--- src/rtl/uart_tx_pkg.sv ---
package uart_tx_pkg;

  typedef struct packed {
    logic       sps;    // [6] constant parity bit select
    logic [1:0] wlen;   // [5:4] data length minus 5
    logic       stp2;   // [3] two stop bits
    logic       eps;    // [2] even parity select
    logic       pen;    // [1] parity enable
    logic       brk;    // [0] hold line low
  } lcr_t;

  localparam int LCR_W = $bits(lcr_t);

  localparam logic [1:0] ADDR_DATA = 2'd0;
  localparam logic [1:0] ADDR_IDIV = 2'd1;
  localparam logic [1:0] ADDR_FDIV = 2'd2;
  localparam logic [1:0] ADDR_LCR  = 2'd3;

  localparam lcr_t LCR_RESET = '{sps: 1'b0, wlen: 2'b11, stp2: 1'b0,
                                 eps: 1'b0, pen: 1'b0, brk: 1'b0};

endpackage

--- src/rtl/uart_tx_fifo.sv ---
module uart_tx_fifo #(
  parameter int W     = 8,
  parameter int DEPTH = 4
) (
  input  logic         clk,
  input  logic         rst_n,
  input  logic         push,
  input  logic [W-1:0] din,
  input  logic         pop,
  output logic [W-1:0] dout,
  output logic         full,
  output logic         empty
);
  localparam int AW = $clog2(DEPTH);
  localparam int CW = AW + 1;

  logic [W-1:0]  mem [DEPTH];
  logic [AW-1:0] wr_ptr, wr_ptr_nx, rd_ptr, rd_ptr_nx;
  logic [CW-1:0] cnt, cnt_nx;
  logic          do_push, do_pop;

  assign full    = (cnt == CW'(DEPTH));
  assign empty   = (cnt == '0);
  assign do_push = push && !full;
  assign do_pop  = pop && !empty;
  assign dout    = mem[rd_ptr];

  always_comb begin
    wr_ptr_nx = wr_ptr;
    rd_ptr_nx = rd_ptr;
    cnt_nx    = cnt;
    if (do_push) wr_ptr_nx = wr_ptr + AW'(1);
    if (do_pop)  rd_ptr_nx = rd_ptr + AW'(1);
    case ({do_push, do_pop})
      2'b10:   cnt_nx = cnt + CW'(1);
      2'b01:   cnt_nx = cnt - CW'(1);
      default: cnt_nx = cnt;
    endcase
  end

  always_ff @(posedge clk or negedge rst_n) begin
    if (!rst_n) begin
      wr_ptr <= '0;
      rd_ptr <= '0;
      cnt    <= '0;
    end else begin
      wr_ptr <= wr_ptr_nx;
      rd_ptr <= rd_ptr_nx;
      cnt    <= cnt_nx;
    end
  end

  always_ff @(posedge clk) begin
    if (do_push) mem[wr_ptr] <= din;
  end

endmodule

--- src/rtl/uart_tx_baud.sv ---
module uart_tx_baud #(
  parameter int IDIV_W = 16,
  parameter int FDIV_W = 6
) (
  input  logic              clk,
  input  logic              rst_n,
  input  logic              restart,
  input  logic [IDIV_W-1:0] idiv,
  input  logic [FDIV_W-1:0] fdiv,
  output logic              tick
);
  localparam int ACC_W = IDIV_W + FDIV_W + 1;
  localparam logic [ACC_W-1:0] STEP = ACC_W'(1) << FDIV_W;

  logic [ACC_W-1:0] acc, acc_nx, sum, div_full, div_eff;
  logic             tick_nx;

  always_comb begin
    div_full = {1'b0, idiv, fdiv};
    div_eff  = (div_full < STEP) ? STEP : div_full;
    sum      = acc + STEP;
    tick_nx  = (sum >= div_eff);
    if (restart)      acc_nx = '0;
    else if (tick_nx) acc_nx = sum - div_eff;
    else              acc_nx = sum;
  end

  always_ff @(posedge clk or negedge rst_n) begin
    if (!rst_n) begin
      acc  <= '0;
      tick <= 1'b0;
    end else begin
      acc  <= acc_nx;
      tick <= tick_nx && !restart;
    end
  end

endmodule

--- src/rtl/uart_tx_shifter.sv ---
module uart_tx_shifter
  import uart_tx_pkg::*;
#(
  parameter int DATA_W = 8,
  parameter int OVS    = 16
) (
  input  logic              clk,
  input  logic              rst_n,
  input  logic              tick,
  input  logic              load,
  input  logic [DATA_W-1:0] data,
  input  lcr_t              cfg,
  output logic              busy,
  output logic              bit_out
);
  localparam int FW = DATA_W + 4;
  localparam int CW = $clog2(FW + 1);
  localparam int TW = $clog2(OVS);

  logic [FW-1:0]     shreg, shreg_nx, vec;
  logic [CW-1:0]     left, left_nx, wl, nbits;
  logic [TW-1:0]     tcnt, tcnt_nx;
  logic              busy_nx;
  logic [DATA_W-1:0] dmask;
  logic              par_bit;

  // frame image built from the byte and the active line control
  always_comb begin
    wl    = CW'(cfg.wlen) + CW'(5);
    dmask = data & ~({DATA_W{1'b1}} << wl);
    if (cfg.sps)      par_bit = ~cfg.eps;
    else if (cfg.eps) par_bit = ^dmask;
    else              par_bit = ~^dmask;
    vec = ({{(FW-DATA_W){1'b0}}, dmask} << 1) | ({FW{1'b1}} << (wl + CW'(1)));
    if (cfg.pen && !par_bit) vec = vec & ~(FW'(1) << (wl + CW'(1)));
    nbits = CW'(2) + wl + CW'(cfg.pen) + CW'(cfg.stp2);
  end

  always_comb begin
    shreg_nx = shreg;
    left_nx  = left;
    tcnt_nx  = tcnt;
    busy_nx  = busy;
    if (!busy) begin
      if (load) begin
        shreg_nx = vec;
        left_nx  = nbits;
        tcnt_nx  = '0;
        busy_nx  = 1'b1;
      end
    end else if (tick) begin
      if (tcnt == TW'(OVS - 1)) begin
        tcnt_nx  = '0;
        shreg_nx = {1'b1, shreg[FW-1:1]};
        left_nx  = left - CW'(1);
        if (left == CW'(1)) busy_nx = 1'b0;
      end else begin
        tcnt_nx = tcnt + TW'(1);
      end
    end
  end

  always_ff @(posedge clk or negedge rst_n) begin
    if (!rst_n) begin
      shreg <= '1;
      left  <= '0;
      tcnt  <= '0;
      busy  <= 1'b0;
    end else begin
      shreg <= shreg_nx;
      left  <= left_nx;
      tcnt  <= tcnt_nx;
      busy  <= busy_nx;
    end
  end

  assign bit_out = shreg[0];

endmodule

--- src/rtl/uart_tx_core.sv ---
module uart_tx_core
  import uart_tx_pkg::*;
#(
  parameter int DATA_W     = 8,
  parameter int FIFO_DEPTH = 4,
  parameter int IDIV_W     = 16,
  parameter int FDIV_W     = 6,
  parameter int OVS        = 16
) (
  input  logic              clk,
  input  logic              rst_n,
  input  logic              wr_en,
  input  logic [1:0]        wr_addr,
  input  logic [IDIV_W-1:0] wr_data,
  output logic              txd,
  output logic              busy,
  output logic              fifo_full
);
  logic [1:0] rst_pipe;
  logic       rst_int_n;

  // asynchronous assertion, synchronous release
  always_ff @(posedge clk or negedge rst_n) begin
    if (!rst_n) rst_pipe <= 2'b00;
    else        rst_pipe <= {rst_pipe[0], 1'b1};
  end
  assign rst_int_n = rst_pipe[1];

  logic [IDIV_W-1:0] idiv_stg, idiv_act, idiv_stg_nx, idiv_act_nx;
  logic [FDIV_W-1:0] fdiv_stg, fdiv_act, fdiv_stg_nx, fdiv_act_nx;
  lcr_t              lcr_stg, lcr_act, lcr_stg_nx, lcr_act_nx;
  logic              pend, pend_nx, apply;
  logic              fifo_push, fifo_pop, fifo_empty;
  logic [DATA_W-1:0] fifo_dout;
  logic              baud_tick, frame_bit;

  assign apply = pend && !busy;

  always_comb begin
    idiv_stg_nx = idiv_stg;
    fdiv_stg_nx = fdiv_stg;
    lcr_stg_nx  = lcr_stg;
    idiv_act_nx = idiv_act;
    fdiv_act_nx = fdiv_act;
    lcr_act_nx  = lcr_act;
    pend_nx     = pend;
    if (apply) begin
      idiv_act_nx = idiv_stg;
      fdiv_act_nx = fdiv_stg;
      lcr_act_nx  = lcr_stg;
      pend_nx     = 1'b0;
    end
    if (wr_en) begin
      case (wr_addr)
        ADDR_IDIV: idiv_stg_nx = wr_data;
        ADDR_FDIV: fdiv_stg_nx = wr_data[FDIV_W-1:0];
        ADDR_LCR: begin
          lcr_stg_nx = lcr_t'(wr_data[LCR_W-1:0]);
          pend_nx    = 1'b1;
        end
        default: ;
      endcase
    end
  end

  always_ff @(posedge clk or negedge rst_int_n) begin
    if (!rst_int_n) begin
      idiv_stg <= IDIV_W'(1);
      fdiv_stg <= '0;
      lcr_stg  <= LCR_RESET;
      idiv_act <= IDIV_W'(1);
      fdiv_act <= '0;
      lcr_act  <= LCR_RESET;
      pend     <= 1'b0;
    end else begin
      idiv_stg <= idiv_stg_nx;
      fdiv_stg <= fdiv_stg_nx;
      lcr_stg  <= lcr_stg_nx;
      idiv_act <= idiv_act_nx;
      fdiv_act <= fdiv_act_nx;
      lcr_act  <= lcr_act_nx;
      pend     <= pend_nx;
    end
  end

  assign fifo_push = wr_en && (wr_addr == ADDR_DATA);
  assign fifo_pop  = !busy && baud_tick && !fifo_empty && !lcr_act.brk && !pend;

  uart_tx_fifo #(.W(DATA_W), .DEPTH(FIFO_DEPTH)) u_fifo (
    .clk   (clk),
    .rst_n (rst_int_n),
    .push  (fifo_push),
    .din   (wr_data[DATA_W-1:0]),
    .pop   (fifo_pop),
    .dout  (fifo_dout),
    .full  (fifo_full),
    .empty (fifo_empty)
  );

  uart_tx_baud #(.IDIV_W(IDIV_W), .FDIV_W(FDIV_W)) u_baud (
    .clk     (clk),
    .rst_n   (rst_int_n),
    .restart (apply),
    .idiv    (idiv_act),
    .fdiv    (fdiv_act),
    .tick    (baud_tick)
  );

  uart_tx_shifter #(.DATA_W(DATA_W), .OVS(OVS)) u_shift (
    .clk     (clk),
    .rst_n   (rst_int_n),
    .tick    (baud_tick),
    .load    (fifo_pop),
    .data    (fifo_dout),
    .cfg     (lcr_act),
    .busy    (busy),
    .bit_out (frame_bit)
  );

  assign txd = busy ? frame_bit : !lcr_act.brk;

endmodule

--- config.mk ---
export PLATFORM = sky130hd
export DESIGN_NAME = uart_tx_core
export DESIGN_NICKNAME = d
export VERILOG_FILES = /design/src/rtl/uart_tx_pkg.sv /design/src/rtl/uart_tx_fifo.sv /design/src/rtl/uart_tx_baud.sv /design/src/rtl/uart_tx_shifter.sv /design/src/rtl/uart_tx_core.sv
export SDC_FILE = /design/constraint.sdc
export NUM_CORES = 1
export LEC_CHECK = 0
export ABC_AREA = 1
export BUFFER_PORTS_ARGS = -buffer_cell sky130_fd_sc_hd__buf_2
export CAP_MARGIN = 15
export CORE_ASPECT_RATIO = 1.25
export CORE_UTILIZATION = 55
export CTS_BUF_LIST = sky130_fd_sc_hd__clkbuf_16
export DETAILED_ROUTE_END_ITERATION = 7
export HOLD_SLACK_MARGIN = 0.06
export PLACE_DENSITY = 0.72
export SETUP_SLACK_MARGIN = 0.5
export SYNTH_ARGS = -nofsm -noshare
export SYNTH_HDL_FRONTEND = slang
export SYNTH_HIERARCHICAL = 1
export SYNTH_SLANG_ARGS = --single-unit
--- constraint.sdc ---
create_clock -name clk -period 8.4 [get_ports clk]
set_input_delay 1.26 -clock clk [delete_from_list [all_inputs] [get_ports clk]]
set_output_delay 1.26 -clock clk [all_outputs]
set_load 0.005 [all_outputs]
[Yosys cells after proc, flatten, opt, wreduce, memory -nomap -nowiden]
Memory sizes are Yosys's and may differ from the RTL's.
Cells that the tools add are included.
Operators by class
  add/sub/neg operators: 13
  $lt $le $gt $ge: 2
  equal/unequal tests: 10
  $mul: 0
  reduce and logical (&&, ||, !) cells: 28
  div/mod/pow operators: 0
  shift-type cells: 3
  bitwise logic cells: 6
  mux-type cells: 30
Operator list (count)
  12-bit 2-to-1 mux: 5
  23-bit 2-to-1 mux: 2
  4-bit 2-to-1 mux: 8
  23-bit by 7-bit adder with 23-bit output (second input constant): 1
  23-bit greater-or-equal comparator: 1
  23-bit subtractor: 1
  22-bit by 7-bit < comparator with 1-bit output (second input constant): 1
  22-bit 2-to-1 mux: 1
  1-bit 2-to-1 mux: 13
  12-bit AND: 1
  12-bit inverter: 1
  9-bit by 12-bit OR with 12-bit output: 1
  1-bit by 4-bit left shift with 12-bit output (first input constant): 1
  12-bit by 4-bit left shift with 12-bit output (first input constant): 1
  1-bit logical AND: 10
  4-bit by 1-bit adder with 4-bit output: 2
  4-bit by 1-bit adder with 4-bit output (second input constant): 2
  8-bit AND: 1
  8-bit inverter: 1
  2-bit AND reduction: 4
  8-bit XNOR reduction: 1
  8-bit parity: 1
  8-bit by 4-bit left shift with 8-bit output (first input constant): 1
  1-bit logical NOT: 7
  other kinds (18): 24
Storage, ports and cells
  bits in read-only memories: 0
  output and inout port bits: 3
  bits in latches: 0
  RAM bits: 32
  bits of input ports: 21
  bits in registers: 113
  memories: 1
Memories
  u_fifo.mem: depth 4, bits a word 8, read ports 1, clocked after memory_dff 0, write ports 1, RTL line uart_tx_fifo.sv:17  | logic [W-1:0] mem [DEPTH];

[Logic depth before layout (Yosys ltp)]
  depth in word-level cells: 12
  depth in mapped cells: 21
  depth with buffers taken out: 21

[Hierarchy]
Netlist, hierarchy kept.
Modules (own cells, without submodules)
  uart_tx_baud: cells each 580, area an instance 3417.0 um^2, instances 1
  uart_tx_core: cells each 270, area an instance 2509.9 um^2, instances 1
  uart_tx_fifo: cells each 154, area an instance 1741.7 um^2, instances 1
  uart_tx_shifter: cells each 217, area an instance 1570.3 um^2, instances 1

[Worst setup path after synthesis]
No wires, ideal clock.
  path type: input port to flip-flop
  start point: input port wr_en
  end point: register u_fifo.cnt[1]
  stages: 9
  arrival: 2.756 ns
  setup slack: 5.561 ns
  required time: 8.317 ns
  cells stage by stage: buf_2 -> buf_2 -> nand2_1 -> nor2_1 -> nand2_2 -> ha_1 -> inv_1 -> fa_1 -> o21ai_0
Between the ends
  cells in the longest elaborated chain, start to end: 4
  elaborated cells on any way between the ends: 6
  classes of those cells: eq/ne (2); mux (1); reduce/logical (3)
Ends and longest elaborated chain
  from (decl): RTL line uart_tx_core.sv:12  | input logic wr_en,
  1-bit logical AND *: RTL line uart_tx_core.sv:86  | assign fifo_push = wr_en && (wr_addr == ADDR_DATA);
  via fifo_push: RTL line uart_tx_core.sv:33  | logic fifo_push, fifo_pop, fifo_empty;
  1-bit logical AND *: RTL line uart_tx_fifo.sv:24  | assign do_push = push && !full;
  2-bit by 1-bit == test with 1-bit output or 2-bit == test (tied branches): RTL line uart_tx_fifo.sv:34  | case ({do_push, do_pop})
  3-bit case mux with 2 select lines or 2-bit nonzero test (tied branches)
  to (signal assigned): RTL line uart_tx_fifo.sv:49  | cnt <= cnt_nx;
  to (decl): RTL line uart_tx_fifo.sv:19  | logic [CW-1:0] cnt, cnt_nx;
The timed path passes the listed nets; every way through them passes the cells marked *.
A chain may end at the register's enable or synchronous reset.

[Worst setup path in the final report]
  start point: register u_shift.busy
  end point: register u_baud.acc[5]
Between the ends
  cells in the longest elaborated chain, start to end: 3
Ends and longest elaborated chain
  from (decl): RTL line uart_tx_shifter.sv:13  | output logic busy,
  from (signal assigned): RTL line uart_tx_shifter.sv:73  | busy <= busy_nx;
  1-bit logical NOT
  1-bit logical AND: RTL line uart_tx_core.sv:37  | assign apply = pend && !busy;
  23-bit 2-to-1 mux: RTL line uart_tx_baud.sv:23  | if (restart) acc_nx = '0;
  to (signal assigned): RTL line uart_tx_baud.sv:33  | acc <= acc_nx;
  to (decl): RTL line uart_tx_baud.sv:15  | logic [ACC_W-1:0] acc, acc_nx, sum, div_full, div_eff;
Every way passes these cells.

==> results_dict.tcl <==
set metrics [dict create \
    status "finished, final reports clean" \
    crit_path_cell_trace "inv_1 -> nand2_2 -> inv_1 -> inv_1 -> nand3_4 -> o21ai_2" \
    hold_viol_final 0 \
    p_int_mw 2.29 \
    core_area_um2 16300 \
    crit_top_cell "inv_1" \
    synth_edf_count 32 \
    pwr-share-clk_pct 16.6 \
    timing.reg2reg.setup_slack_ns 5.09 \
    power.density_nw_per_um2 453 \
    htreeDepth 4 \
    drt-total-wl_um 20500 \
    drive_above_1_share_pct 12.2 \
    cts-root-buf "clkbuf_16" \
    rows 52 \
    cts_tree "built" \
    synth_seq_area_share_pct 41.3 \
    start_util_pct 56.6 \
    p_leak_nw 5.24 \
    io_pins 24 \
    grt_max_degree 63 \
    die_area_um2 17300 \
    skew_ns 0.00850 \
    synth_nets 1285 \
    finalNetCount 1294 \
    ys_async_sr_fraction_pct 77.9 \
    layout_common_cells "nand2_1, inv_1, dfrtp_1, nor2_1, nand3_1" \
    cts_hold_buf 0 \
    cts.sinks 145 \
    slew_headroom_pct 33.8 \
    place_congestion 1.01 \
    dp.final_hpwl_um 15400 \
    p_sw_mw 2.23 \
    critPathArrivalTime_ns 3.65 \
    fin_util_pct 61.1 \
    track_usage_pct 25.1 \
    endpoint_kind "flip-flop" \
    grt_setup_unrepaired "false" \
    critPathKind "flip-flop to flip-flop" \
    timing.final.crit_share_pct 39.4 \
    ir_drop_uv 185 \
    cts_buffer_depth 2 \
    drv_cap 0 \
    avgRoutedWirePerCell_um 14.1 \
    worst-slew-pin-transition_ns 0.992 \
    synthCells 1221 \
    setup_viol 0 \
    cp.required_ns 8.75 \
    slowest_stage "inv_1" \
    finalSetupTns_ns 0 \
    min_period_ns 3.31 \
    crit_path_start_kind "flip-flop" \
    area_delta_synth_final_pct 7.95 \
    postRouteAntennaNets 0 \
    synth_top_flop_cell "dfrtp_1" \
    antenna_found_initial 0 \
    cts_made_buffers 17 \
    grt_pass1_vias 7115 \
    syn_area_um2 9240 \
    vias 7558 \
    switching_share_pct 49.3 \
    cts_resized 0 \
    drc 0 \
    n_antenna_cell 0 \
    synth_cell_types 49 \
    post-cts-setup-buffer-count 0 \
    pwr-share-comb_pct 57.4 \
    die-width_um 118 \
    vias_per_cell 5.18 \
    drt_pass1_iterations 5 \
    ys_seq_elements 145 \
    hold_class "flip-flop to flip-flop" \
    grt_pass1_wl_um 34300 \
    fmax_mhz 302 \
    portBuffers 23 \
    yosys_warnings 6 \
    grt_overflow 0 \
    detailedRoute.firstIterationViolations 466 \
    clkTransAtPathRegs_ns 0.06 \
    crit_fanout 33 \
    max_stage_delay_ns 0.91 \
    slew_violations 0 \
    avgSynthCellArea_um2 7.57 \
    seqPwrFrac_pct 26.0 \
    clock_latency_ns 0.42 \
    fp.dieH_um 147 \
    mostFrequentLayoutCell "nand2_1" \
]
==> final timing paths <==
| kind | depth (start not counted) | start | end |
|---|---|---|---|
| max reg2reg | 6 | u_shift/busy | u_baud/acc[5] |
| max in group asynchronous | 1 | rst_pipe[1] | u_shift/busy |
| min in group asynchronous | 0 | rst_pipe[1] | fdiv_stg[4] |
| max | 6 | u_shift/busy | u_baud/acc[5] |
| min | 0 | rst_pipe[0] | rst_pipe[1] |
| min reg2reg | 0 | rst_pipe[0] | rst_pipe[1] |
==> flip-flops by register name, summed over array words and instances, names as in the netlist, 2 cells and up <==
register,count
idiv_stg,16
u_fifo/mem,32
rst_pipe,2
u_baud/acc,23
u_shift/tcnt,4
fdiv_act,6
u_shift/shreg,12
lcr_stg,7
fdiv_stg,6
u_fifo/rd_ptr,2
lcr_act,7
u_shift/left,4
u_fifo/cnt,3
u_fifo/wr_ptr,2
idiv_act,16
==> power groups by stage <==
stage	combinational (mW)	clock (mW)	sequential, mW
2_1_floorplan	2.11	0	1.12
3_3_place_gp	2.53	0	1.18
3_5_place_dp	2.56	0	1.18
4_1_cts	2.58	0.765	1.17
5_1_grt	2.94	0.795	1.21
6_report	2.59	0.751	1.17
==> layout make-up <==
type                       instances  area (µm²)
fill                            1460        6360
multi-input combinational        838        4400
sequential                       145        3810
inverter                         204         773
clock buffer                      17         425
tap                              216         270
clock inverter                    15         170
timing repair buffer              24         123
==> metrics by stage <==
| step | hold WS [ns] | power (mW) | setup WS, ns | instances | cell area, µm² |
|---|---|---|---|---|---|
| 5_1_grt | 0.376 | 4.94 | 4.77 | 1459 | 9970 |
| 2_1_floorplan | 0.331 | 3.23 | 5.05 | 1221 | 9240 |
| 4_1_cts | 0.363 | 4.52 | 5.13 | 1459 | 9970 |
| 6_report | 0.360 | 4.52 | 5.09 | 1459 | 9970 |
| 3_3_place_gp | 0.344 | 3.70 | 5.26 | 1427 | 9380 |
| 3_5_place_dp | 0.338 | 3.75 | 5.13 | 1427 | 9380 |
==> layer usage <==
| metal | global-route usage (%) | share of wire [%] | vias up |
|---|---|---|---|
| met4 | 11.2 | 3.1 | 0 |
| met2 | 41.9 | 49 | 158 |
| met3 | 3.92 | 3.8 | 38 |
| li1 | - | - | 3867 |
| met5 | 0 | 0 | - |
| met1 | 32.2 | 45 | 3495 |
==> cell usage after synthesis (15+ instances only) <==
cell type,n,area [µm²]
a21oi_1,29,145
inv_2,15,56.3
nand2_2,28,175
nand2_1,430,1610
buf_2,15,75.1
nand4_1,54,338
nand3_1,61,305
dfstp_2,18,473
inv_1,185,694
o211ai_1,16,120
xor2_1,18,158
nor2_1,71,267
ha_1,40,500
dfrtp_1,95,2380
edfxtp_1,32,961
==> cells by family after synthesis <==
| logic type | synth area share (%) |
|---|---|
| AND/OR/NAND/NOR | 33.1 |
| buffers and inverters | 11.2 |
| flip-flops | 41.3 |
| AO/OA/AOI/OAI | 5.63 |
| adder cells (fa/ha/maj) | 6.07 |
| XOR/XNOR | 2.75 |
| other | 0.0406 |
==> worst max-delay path, delay by kind of cell, from the launching register on <==
kind            cells  cell delay (ns)
compound gates      1             0.18
flops               1             0.74
buf+inv             3             1.61
simple gates        2             0.69
Note: power is estimated with default switching activity, not from simulation.
